$ cat config.mk
export PLATFORM = sky130hd
export DESIGN_NAME = phase_acc_pipe
export DESIGN_NICKNAME = d
export VERILOG_FILES = /design/src/rtl/phacc_pkg.sv /design/src/rtl/phacc_skew.sv /design/src/rtl/phacc_chain.sv /design/src/rtl/phacc_dither.sv /design/src/rtl/phase_acc_pipe.sv
export SDC_FILE = /design/constraint.sdc
export NUM_CORES = 1
export LEC_CHECK = 0
export BUFFER_PORTS_ARGS = -buffer_cell sky130_fd_sc_hd__buf_2
export CAP_MARGIN = 20
export CORE_AREA = 4 4 160 224
export CTS_BUF_LIST = sky130_fd_sc_hd__clkbuf_8
export DETAILED_ROUTE_END_ITERATION = 8
export DIE_AREA = 0 0 164 228
export PLACE_DENSITY = 0.86
export SYNTH_ARGS = -nofsm -noshare
export SYNTH_HDL_FRONTEND = slang
export SYNTH_SLANG_ARGS = --single-unit
$ cat constraint.sdc
create_clock -name clk -period 2.2 [get_ports clk]
set_clock_uncertainty 0.1 [all_clocks]
set_input_delay 0.11 -clock clk [delete_from_list [all_inputs] [get_ports clk]]
set_output_delay 0.11 -clock clk [all_outputs]
set_load 0.005 [all_outputs]
$ cat src/rtl/phacc_pkg.sv
// Package: shared constants for the pipelined phase accumulator.
// Assumes: nothing; pure constant definitions.
package phacc_pkg;
    localparam int unsigned DEF_ACC_W  = 32;
    localparam int unsigned DEF_OUT_W  = 18;
    localparam int unsigned DEF_DITH_W = 5;
    localparam int unsigned DEF_LFSR_W = 16;
    localparam logic [15:0] DEF_SEED   = 16'hACE1;
    // Feedback taps at bits 15, 13, 12 and 10 (maximal length, 16 bits).
    localparam logic [15:0] DEF_TAPS   = 16'hB400;
endpackage

$ cat src/rtl/phacc_skew.sv
// Module: phacc_skew
// A single-bit delay line of DEPTH registers, cleared by reset.
// Assumes: DEPTH >= 1 (the caller wires a zero-delay bit directly).
module phacc_skew #(
    parameter int unsigned DEPTH = 1
) (
    input  logic clk,
    input  logic rst_n,
    input  logic d,
    output logic q
);
    logic [DEPTH-1:0] sr;

    // Shift the bit one stage per clock; reset flushes to zero.
    always_ff @(posedge clk) begin
        if (!rst_n) begin
            sr <= '0;
        end else begin
            sr[0] <= d;
            for (int k = 1; k < int'(DEPTH); k++) begin
                sr[k] <= sr[k-1];
            end
        end
    end

    assign q = sr[DEPTH-1];
endmodule

$ cat src/rtl/phacc_chain.sv
// Module: phacc_chain
// Accumulator made of one-bit cells with a registered carry between cells.
// Bit i lags bit i-1 by one cycle; the tuning-word bit i is delayed by i
// cycles so that each cell starts adding exactly when its first carry lands.
// Assumes: ftw is static outside reset; ACC_W >= 2; OUT_W <= ACC_W.
module phacc_chain #(
    parameter int unsigned ACC_W = 32,
    parameter int unsigned OUT_W = 18
) (
    input  logic             clk,
    input  logic             rst_n,
    input  logic [ACC_W-1:0] ftw,
    output logic [OUT_W-1:0] top_skewed
);
    localparam int unsigned LOW = ACC_W - OUT_W;

    logic [ACC_W-1:0] acc;
    logic [ACC_W-1:0] f_dly;
    logic [ACC_W-2:0] carry;

    for (genvar i = 0; i < int'(ACC_W); i++) begin : g_cell
        logic cin;

        // Input skew: bit i of the tuning word enters i cycles late.
        if (i == 0) begin : g_nodly
            assign f_dly[i] = ftw[i];
            assign cin      = 1'b0;
        end else begin : g_dly
            phacc_skew #(.DEPTH(i)) u_fskew (
                .clk   (clk),
                .rst_n (rst_n),
                .d     (ftw[i]),
                .q     (f_dly[i])
            );
            assign cin = carry[i-1];
        end

        if (i < int'(ACC_W) - 1) begin : g_full
            // One-bit add with registered carry out to the next cell.
            always_ff @(posedge clk) begin
                if (!rst_n) begin
                    acc[i]   <= 1'b0;
                    carry[i] <= 1'b0;
                end else begin
                    {carry[i], acc[i]} <= 2'(acc[i]) + 2'(f_dly[i]) + 2'(cin);
                end
            end
        end else begin : g_msb
            // Top cell: the carry out is discarded (modulo 2^ACC_W).
            always_ff @(posedge clk) begin
                if (!rst_n) acc[i] <= 1'b0;
                else        acc[i] <= acc[i] ^ f_dly[i] ^ cin;
            end
        end
    end

    assign top_skewed = acc[ACC_W-1:LOW];
endmodule

$ cat src/rtl/phacc_dither.sv
// Module: phacc_dither
// Fibonacci LFSR advancing every clock; its low bits form the dither value.
// Assumes: SEED is nonzero; TAPS describe a maximal-length polynomial.
module phacc_dither #(
    parameter int unsigned     LFSR_W = 16,
    parameter int unsigned     DITH_W = 5,
    parameter logic [LFSR_W-1:0] SEED = 16'hACE1,
    parameter logic [LFSR_W-1:0] TAPS = 16'hB400
) (
    input  logic              clk,
    input  logic              rst_n,
    output logic [DITH_W-1:0] dith
);
    logic [LFSR_W-1:0] state;
    logic              fb;

    // Feedback is the parity of the tapped bits.
    always_comb fb = ^(state & TAPS);

    // Shift left once per clock, feeding the parity into bit 0.
    always_ff @(posedge clk) begin
        if (!rst_n) state <= SEED;
        else        state <= {state[LFSR_W-2:0], fb};
    end

    assign dith = state[DITH_W-1:0];
endmodule

$ cat src/rtl/phase_acc_pipe.sv
// Module: phase_acc_pipe (top)
// Carry-pipelined phase accumulator with output deskew, optional LFSR
// dither on the output LSBs and a fill-complete valid flag.
// Assumes: ftw_i only changes while rst_n is low; dith_en_i is synchronous.
module phase_acc_pipe
    import phacc_pkg::*;
#(
    parameter int unsigned       ACC_W  = DEF_ACC_W,
    parameter int unsigned       OUT_W  = DEF_OUT_W,
    parameter int unsigned       DITH_W = DEF_DITH_W,
    parameter int unsigned       LFSR_W = DEF_LFSR_W,
    parameter logic [LFSR_W-1:0] SEED   = DEF_SEED,
    parameter logic [LFSR_W-1:0] TAPS   = DEF_TAPS
) (
    input  logic             clk,
    input  logic             rst_n,
    input  logic [ACC_W-1:0] ftw_i,
    input  logic             dith_en_i,
    output logic [OUT_W-1:0] phase_o,
    output logic             valid_o
);
    localparam int unsigned LAT   = ACC_W + 1;
    localparam int unsigned CNT_W = $clog2(LAT + 1);
    localparam int unsigned LOW   = ACC_W - OUT_W;

    logic [OUT_W-1:0]  top_skewed;
    logic [OUT_W-1:0]  top_aligned;
    logic [DITH_W-1:0] dith;
    logic [OUT_W-1:0]  dith_mask;
    logic [CNT_W-1:0]  fill_cnt;

    phacc_chain #(.ACC_W(ACC_W), .OUT_W(OUT_W)) u_chain (
        .clk        (clk),
        .rst_n      (rst_n),
        .ftw        (ftw_i),
        .top_skewed (top_skewed)
    );

    // Output deskew: kept bit j (accumulator bit LOW+j) waits ACC_W-1-(LOW+j).
    for (genvar j = 0; j < int'(OUT_W); j++) begin : g_oskew
        if (j == int'(OUT_W) - 1) begin : g_nodly
            assign top_aligned[j] = top_skewed[j];
        end else begin : g_dly
            phacc_skew #(.DEPTH(ACC_W - 1 - LOW - j)) u_oskew (
                .clk   (clk),
                .rst_n (rst_n),
                .d     (top_skewed[j]),
                .q     (top_aligned[j])
            );
        end
    end

    phacc_dither #(
        .LFSR_W (LFSR_W),
        .DITH_W (DITH_W),
        .SEED   (SEED),
        .TAPS   (TAPS)
    ) u_dither (
        .clk   (clk),
        .rst_n (rst_n),
        .dith  (dith)
    );

    // Dither mask: LFSR bits in the output LSBs when enabled, else zero.
    always_comb dith_mask = dith_en_i ? OUT_W'(dith) : '0;

    // Output register: aligned word combined with the dither mask.
    always_ff @(posedge clk) begin
        if (!rst_n) phase_o <= '0;
        else        phase_o <= top_aligned ^ dith_mask;
    end

    // Fill counter: saturates one below the latency, then valid sticks.
    always_ff @(posedge clk) begin
        if (!rst_n) begin
            fill_cnt <= '0;
            valid_o  <= 1'b0;
        end else begin
            if (fill_cnt != CNT_W'(LAT - 1)) fill_cnt <= fill_cnt + 1'b1;
            if (fill_cnt == CNT_W'(LAT - 1)) valid_o  <= 1'b1;
        end
    end
endmodule

==> results by group, run 1 <==
Pwr
  – Power, Total: 24.4 mW
  – Worst vdd ir: 0.732 mV
  – Sw frac: 20.4%
  – Int Pwr: 19.5 mW
  – Leak pwr: 10.4 nW
  – PwrDens: 1010 nW/µm²
  – Seq pwr share: 56.4%
  – P_sw: 4.99 mW
  – Clock power share: 42.0%
  – Gate power share: 1.6%

STA
  – Worst slew pin tran: 0.515 ns
  – Hold Slack: 0.120 ns
  – Slew Limit Fails: 0
  – TNS Setup: 0 ns
  – Part of the cycle the worst path needs: 64.3%
  – F_max: 707 MHz
  – Final WS setup: 0.786 ns
  – # setup viols final: 0
  – Rel. slew slack: 65.7%
  – Final Hold Fails: 0
  – RSZ-0062 raised after global routing: false
  – Minimum clock period: 1.41 ns

Placed design
  – Dpl hpwl: 12.4 mm
  – # port buffers: 53
  – Worst Setup Slack post-DPL: 0.823 ns
  – GPL Wtd Cong: 0.690
  – Placed cell area: 21600 µm²

Clock tree
  – Post-CTS Hold Fix Bufs: 41
  – CTS Buf Count: 97
  – Setup bufs post-CTS: 0
  – Clock Path Buffers: 3
  – Clock slew at reported path FFs: 0.06 ns
  – Gates resized, CTS repair: 0
  – Clock Tree Root: clkbuf_8
  – H-tree depth: 3
  – Clock sink total: 753
  – CTS tree: built
  – Clock latency on the worst-skew pair: 0.65 ns

Hold path
  – Hold Path Depth: 3
  – Min-Delay Path Class: primary input to register
  – Min-delay src: ftw_i[30]
  – Worst Hold Path EP: u_chain.g_cell[30].g_dly.u_fskew.sr[0]

Yosys
  – Yosys cell types: 20
  – Sequential element share of the synthesized area: 71.5%
  – Post-Syn Nets: 1725
  – Area leader, netlist: dfxtp_1
  – Syn_area_per_cell: 12.7 µm²
  – Ys Warns: 0
  – Top area cells in the synthesized netlist: dfxtp_1, and2_1, fa_1
  – Top cell type's share of synthesized area: 71.5%
  – Seq cells post-synth: 753
  – Mapped cell area: 21100 µm²
  – Post-synthesis cell count: 1657

Critical path
  – Kind of critical path: primary input to register
  – Max FO, Critical Path: 116
  – WP buf/inv: 3
  – Critical Path RT: 2.67 ns
  – Critical Path Source: rst_n
  – CP max stage delay: 0.56 ns
  – CP endpoint kind: register
  – Crit-path slowest cell: dlygate4sd3_1
  – CP top delay family: buffers and inverters
  – Worst r2r src: fill_cnt[0]
  – CP Launch Type: primary input
  – Cell Chain, Critical Path: dlygate4sd3_1, buf_8, and2_1, dlygate4sd3_1
  – R2R setup slack: 0.82 ns
  – Crit path top cell by count: dlygate4sd3_1
  – Worst EP arrival: 1.88 ns
  – Depth of the most critical reg-to-reg path: 5
  – FF-to-FF End: valid_o

Global route
  – First-pass GRT wire length: 47.0 mm
  – Vias in the first global route: 10600
  – Global-route usage over all layers: 15.0%
  – GR Overflow Total: 0
  – Largest net degree at the start of global routing: 133
  – Initial antenna violation count: 0

Routing
  – Max Used Layer: met4
  – Met1 WL: 11.6 mm
  – DRC violations left: 0
  – Via count: 10100
  – Drt via density: 4.40
  – Initial DRC count: 403
  – DRT Wirelength: 26.3 mm
  – Drt pass-1 iters: 4
  – Metal3 WL: 966 µm
  – Routed Antenna Nets: 0
  – WL/cell: 11.4 µm
  – Metal2 WL: 13.0 mm

Finish
  – N_diodes: 0
  – Filler cell count: 2178
  – Fraction of layout cells with a size suffix above 1: 11.9%
  – Final instance area: 24100 µm²
  – Final net count: 1843
  – Area Growth Syn to Fin: 14.3%

Run
  – Max Cap Viol: 0

Floorplan
  – # rows: 80
  – Die width: 164 µm
  – Ports: 54
  – Initial Util: 62.3%
  – DIE HEIGHT: 228 µm
  – Core area: 33800 µm²
  – Die Area: 37400 µm²

Status
  – Status: finished clean
==> metal layers <==
| metal | GRT usage, % | vias to the layer above |
|---|---|---|
| li1 | - | 5242 |
| met1 | 17.7 | 4715 |
| met2 | 25.3 | 130 |
| met3 | 3.97 | 58 |
| met4 | 7.00 | 0 |
| met5 | 0 | - |
==> cell usage in the layout (no fill, tap or decap), types with 2 or more instances in the layout <==
master / synthesis / layout
dfxtp_1: 753 / 753
nand3_1: 3 / 3
dlygate4sd3_1: 0 / 41
xnor2_1: 10 / 10
or2b_1: 3 / 3
nand2_1: 12 / 12
inv_1: 2 / 21
buf_12: 0 / 6
fa_1: 30 / 30
clkbuf_8: 0 / 129
nand2b_1: 5 / 5
clkinv_2: 0 / 23
buf_4: 1 / 3
and2_1: 738 / 738
ha_1: 3 / 3
buf_2: 2 / 52
xor2_1: 3 / 3
mux2i_1: 3 / 3
bufinv_16: 0 / 2
nor2_1: 2 / 2
and3_1: 4 / 4
==> power groups by stage <==
stage          clock, mW  combinational [mW]  sequential, mW
3_3_place_gp           0               0.314            14.1
6_report            10.3               0.383            13.8
3_5_place_dp           0               0.327            14.1
4_1_cts             10.6               0.387            13.8
5_1_grt             11.2               0.448            13.8
2_1_floorplan          0               0.264            14.1
==> logic make-up (layout without fill, tap and decap cells) <==
group / after synthesis / in the layout / synth area share, %
adders and majority gates: 33 / 33 / 3.03
DFF: 753 / 753 / 71.5
AOI/OAI and AO/OA: 1 / 1 / 0.0356
buffers and inverters: 86 / 282 / 2.12
and+or+nand+nor: 768 / 768 / 22.6
xor gates and xnor gates: 13 / 13 / 0.540
muxes: 3 / 3 / 0.142
==> state kept, by name (all words and copies together) (netlist names), 6 cells and up <==
name / cells
fill_cnt: 6
phase_o: 18
u_chain.g_cell.cin: 31
u_chain.acc: 14
u_chain.top_skewed: 18
u_dither.state: 16
g_oskew.g_dly.u_oskew.sr: 152
u_chain.g_cell.g_dly.u_fskew.sr: 495
==> final cells by class <==
| type | count | area [µm²] | area share [%] |
|---|---|---|---|
| Clock buffer | 129 | 1780 | 7.37 |
| Clock inverter | 48 | 290 | 1.20 |
| Inverter | 2 | 7.51 | 0.0312 |
| Multi-Input combinational cell | 818 | 5560 | 23.1 |
| Sequential cell | 753 | 15100 | 62.6 |
| Tap cell | 451 | 564 | 2.34 |
| Timing Repair Buffer | 103 | 828 | 3.44 |
==> synth_stat cells (all sizes together) <==
| master | n |
|---|---|
| inv | 2 |
| clkbuf | 81 |
| or2b | 3 |
| dfxtp | 753 |
| fa | 30 |
| o21a | 1 |
| mux2i | 3 |
| and3 | 4 |
| nand2b | 5 |
| buf | 3 |
| nor2 | 2 |
| xnor2 | 10 |
| ha | 3 |
| nor2b | 1 |
| xor2 | 3 |
| and2 | 738 |
| nand2 | 12 |
| nand3 | 3 |
==> worst max path at each step <==
| stage | endpoint | slack [ns] | cells after the start |
|---|---|---|---|
| after floorplan | valid_o | 0.92 | 5 |
| after global placement | valid_o | 0.88 | 5 |
| after detailed placement | valid_o | 0.82 | 5 |
| after CTS | valid_o | 0.81 | 5 |
| after global routing | u_chain.g_cell[17].g_dly.u_fskew.sr[0] | 0.69 | 4 |
| final | u_chain.g_cell[17].g_dly.u_fskew.sr[0] | 0.79 | 4 |
==> metrics by stage <==
step                      std cells  utilization, %
after floorplan                1657               -
after global placement         2086            63.9
after detailed placement       2086            63.9
after CTS                      2304            71.2
after global routing           2304            71.2
final                          2304            71.2
==> tightest hold or removal path: stages <==
cell	delay, ns
dlygate4sd3_1	0.52
buf_2	0.09
and2_1	0.11
No activity file was read; power rests on OpenSTA's default activity.
==> run 2: changes to the inputs <==
CORE_AREA = 4 4 168 235   (was 4 4 160 224)
DIE_AREA = 0 0 172 239   (was 0 0 164 228)
PLACE_DENSITY = 0.82   (was 0.86)
clock period = 1.23 ns   (was 2.2 ns; I/O delays follow)
==> run 2 against run 1 <==
  * The flow now finishes with violations (hold timing, setup timing)
  * Combinational power grew to 2.6 times the previous value
  * Global-route usage is 0.43 points lower
  * Sequential share of layout area is 2.6 points lower
  * Total power is 81% higher
  * Final area is 4.4% higher
  * Critical path type is now register to register
  * Largest power group unchanged
==> results by group, run 2 (synthesis gave the netlist of run 1 again) <==
Routing
  – DRT Wirelength: 28.4 mm
  – Drt via density: 4.41
  – DRC violations left: 0
  – Initial DRC count: 412
  – WL/cell: 11.7 µm
  – Via count: 10700
  – Routed Antenna Nets: 0
  – Drt pass-1 iters: 4

Placed design
  – GPL Wtd Cong: 0.685
  – Worst Setup Slack post-DPL: -0.0769 ns
  – Dpl hpwl: 13.0 mm
  – # placed instances: 2124
  – # port buffers: 53

Critical path
  – CP max stage delay: 0.34 ns
  – Kind of critical path: register to register
  – CP top delay family: flip-flops
  – Critical Path RT: 1.69 ns
  – Worst EP arrival: 1.72 ns
  – Cell Chain, Critical Path: inv_2, ha_4, nor2b_4, and3_4, mux2i_1
  – Crit-path slowest cell: dfxtp_2
  – Max FO, Critical Path: 3
  – CP endpoint kind: register
  – WP buf/inv: 1
  – CP Launch Type: register

Pwr
  – PwrDens: 1750 nW/µm²
  – Int Pwr: 35.1 mW
  – P_sw: 9.05 mW
  – Gate power share: 2.3%
  – Leak pwr: 11.0 nW
  – Clock power share: 41.8%
  – Seq pwr share: 55.9%
  – Sw frac: 20.5%
  – Worst vdd ir: 0.971 mV

Clock tree
  – Clock sink total: 753
  – Clock slew at reported path FFs: 0.06 ns
  – H-tree depth: 3
  – CTS Buf Count: 102
  – CTS tree: built
  – Clock Path Buffers: 3
  – Clock latency on the worst-skew pair: 0.66 ns
  – Clock Tree Root: clkbuf_8

Global route
  – Largest net degree at the start of global routing: 125
  – Vias in the first global route: 11100
  – Global-route usage over all layers: 14.6%
  – Initial antenna violation count: 1
  – GR Overflow Total: 0
  – First-pass GRT wire length: 49.5 mm

Floorplan
  – # rows: 84
  – Core area: 37400 µm²
  – Ports: 54
  – DIE HEIGHT: 239 µm
  – Die Area: 41100 µm²
  – Die width: 172 µm
  – Initial Util: 56.3%

Finish
  – Final net count: 1932
  – Largest reg by FF count: u_chain.g_cell.g_dly.u_fskew.sr
  – Area Growth Syn to Fin: 19.4%
  – Most frequent cells in the layout: dfxtp_1, and2_1, clkbuf_8, dlygate4sd3_1, buf_2
  – Commonest non-fill, non-tap cell in the layout: dfxtp_1
  – Largest register FFs: 495
  – Fraction of layout cells with a size suffix above 1: 12.7%
  – Final Non-Filler Cells: 2419

Status
  – Failing checks: hold timing, setup timing
  – Status: finished, violations left

STA
  – F_max: 794 MHz
  – Rel. slew slack: 55.0%
  – Part of the cycle the worst path needs: 102%
  – RSZ-0062 raised after global routing: true
  – Worst slew pin tran: 0.674 ns
  – Final Hold Fails: 1
  – # setup viols final: 15
  – Slew Limit Fails: 0
  – Minimum clock period: 1.26 ns
  – Hold Slack: -0.00525 ns
  – Final WS setup: -0.0288 ns

Run
  – Max Cap Viol: 0

Hold path
  – Min-Delay Path Class: primary input to register
run 2: cell types whose count changed in the layout (fill, tap and decap cells not counted), moves of 4 or more:
cell / delta
dlygate4sd3_1: +61
inv_1: +18
clkinv_2: -16
buf_4: +11
buf_12: +8
dfxtp_1: -8
dfxtp_2: +8
buf_6: +6
buf_2: -4
run 2: power groups by stage:
stage	combinational, mW	clock (mW)	sequential, mW
floorplan	0.472	0	25.2
global placement	0.648	0	25.2
detailed placement	0.678	0	25.2
CTS	0.979	19.1	24.7
global route	1.12	20.2	24.7
finish	0.996	18.5	24.7
run 2: area by class of cell:
| type | count | area (µm²) |
|---|---|---|
| Clock buffer | 130 | 1790 |
| Inverter | 2 | 7.51 |
| Tap cell | 473 | 592 |
| Clock inverter | 55 | 312 |
| Antenna cell | 1 | 2.50 |
| Fill cell | 2590 | 12300 |
| Sequential cell | 753 | 15100 |
| Multi-Input combinational cell | 818 | 5620 |
| Timing Repair Buffer | 187 | 1750 |
run 2: final timing paths:
check                                     startpoint                                       to  slack [ns]  cells past startpoint
max                                      fill_cnt[0]                              fill_cnt[0]       -0.03                      5
min                                            rst_n   u_chain.g_cell[25].g_dly.u_fskew.sr[6]      -0.005                      5
max reg2reg                              fill_cnt[0]                              fill_cnt[0]       -0.03                      5
min reg2reg  u_chain.g_cell[28].g_dly.u_fskew.sr[22]  u_chain.g_cell[28].g_dly.u_fskew.sr[23]        0.31                      1
run 2: layer usage:
metal / wire (µm) / part of all wire (%) / global-route usage [%] / vias up
met3: 1000 / 3.5 / 3.18 / 53
met2: 14100 / 50 / 24.6 / 142
met5: 0 / 0 / 0 / -
met4: 727 / 2.6 / 7.39 / 0
li1: - / - / - / 5427
met1: 12500 / 44 / 17.4 / 5049
run 2: repair_timing:
item,in CTS,in global routing
endpoints found under the setup margin,25,72
pin swaps,2,3
hold endpoints to repair,698,8
hold buffers,116,3
resized for setup,13,15
buffers inserted,1,2
run 2: worst reg2reg max path, cell delays in order, from the launching register on:
cell,delay (ns)
dfxtp_2,0.34
inv_2,0.08
ha_4,0.12
nor2b_4,0.13
and3_4,0.21
mux2i_1,0.20
run 2: stage by stage:
step	instance area (µm²)	TNS (ns)	total power, mW	util, %
floorplan	21100	0	25.7	-
finish	25200	-0.127	44.1	67.3
detailed placement	21900	-0.196	25.9	58.4
CTS	25200	-1.44	44.7	67.3
global route	25200	-1.48	46.1	67.3
global placement	21900	0	25.9	58.4
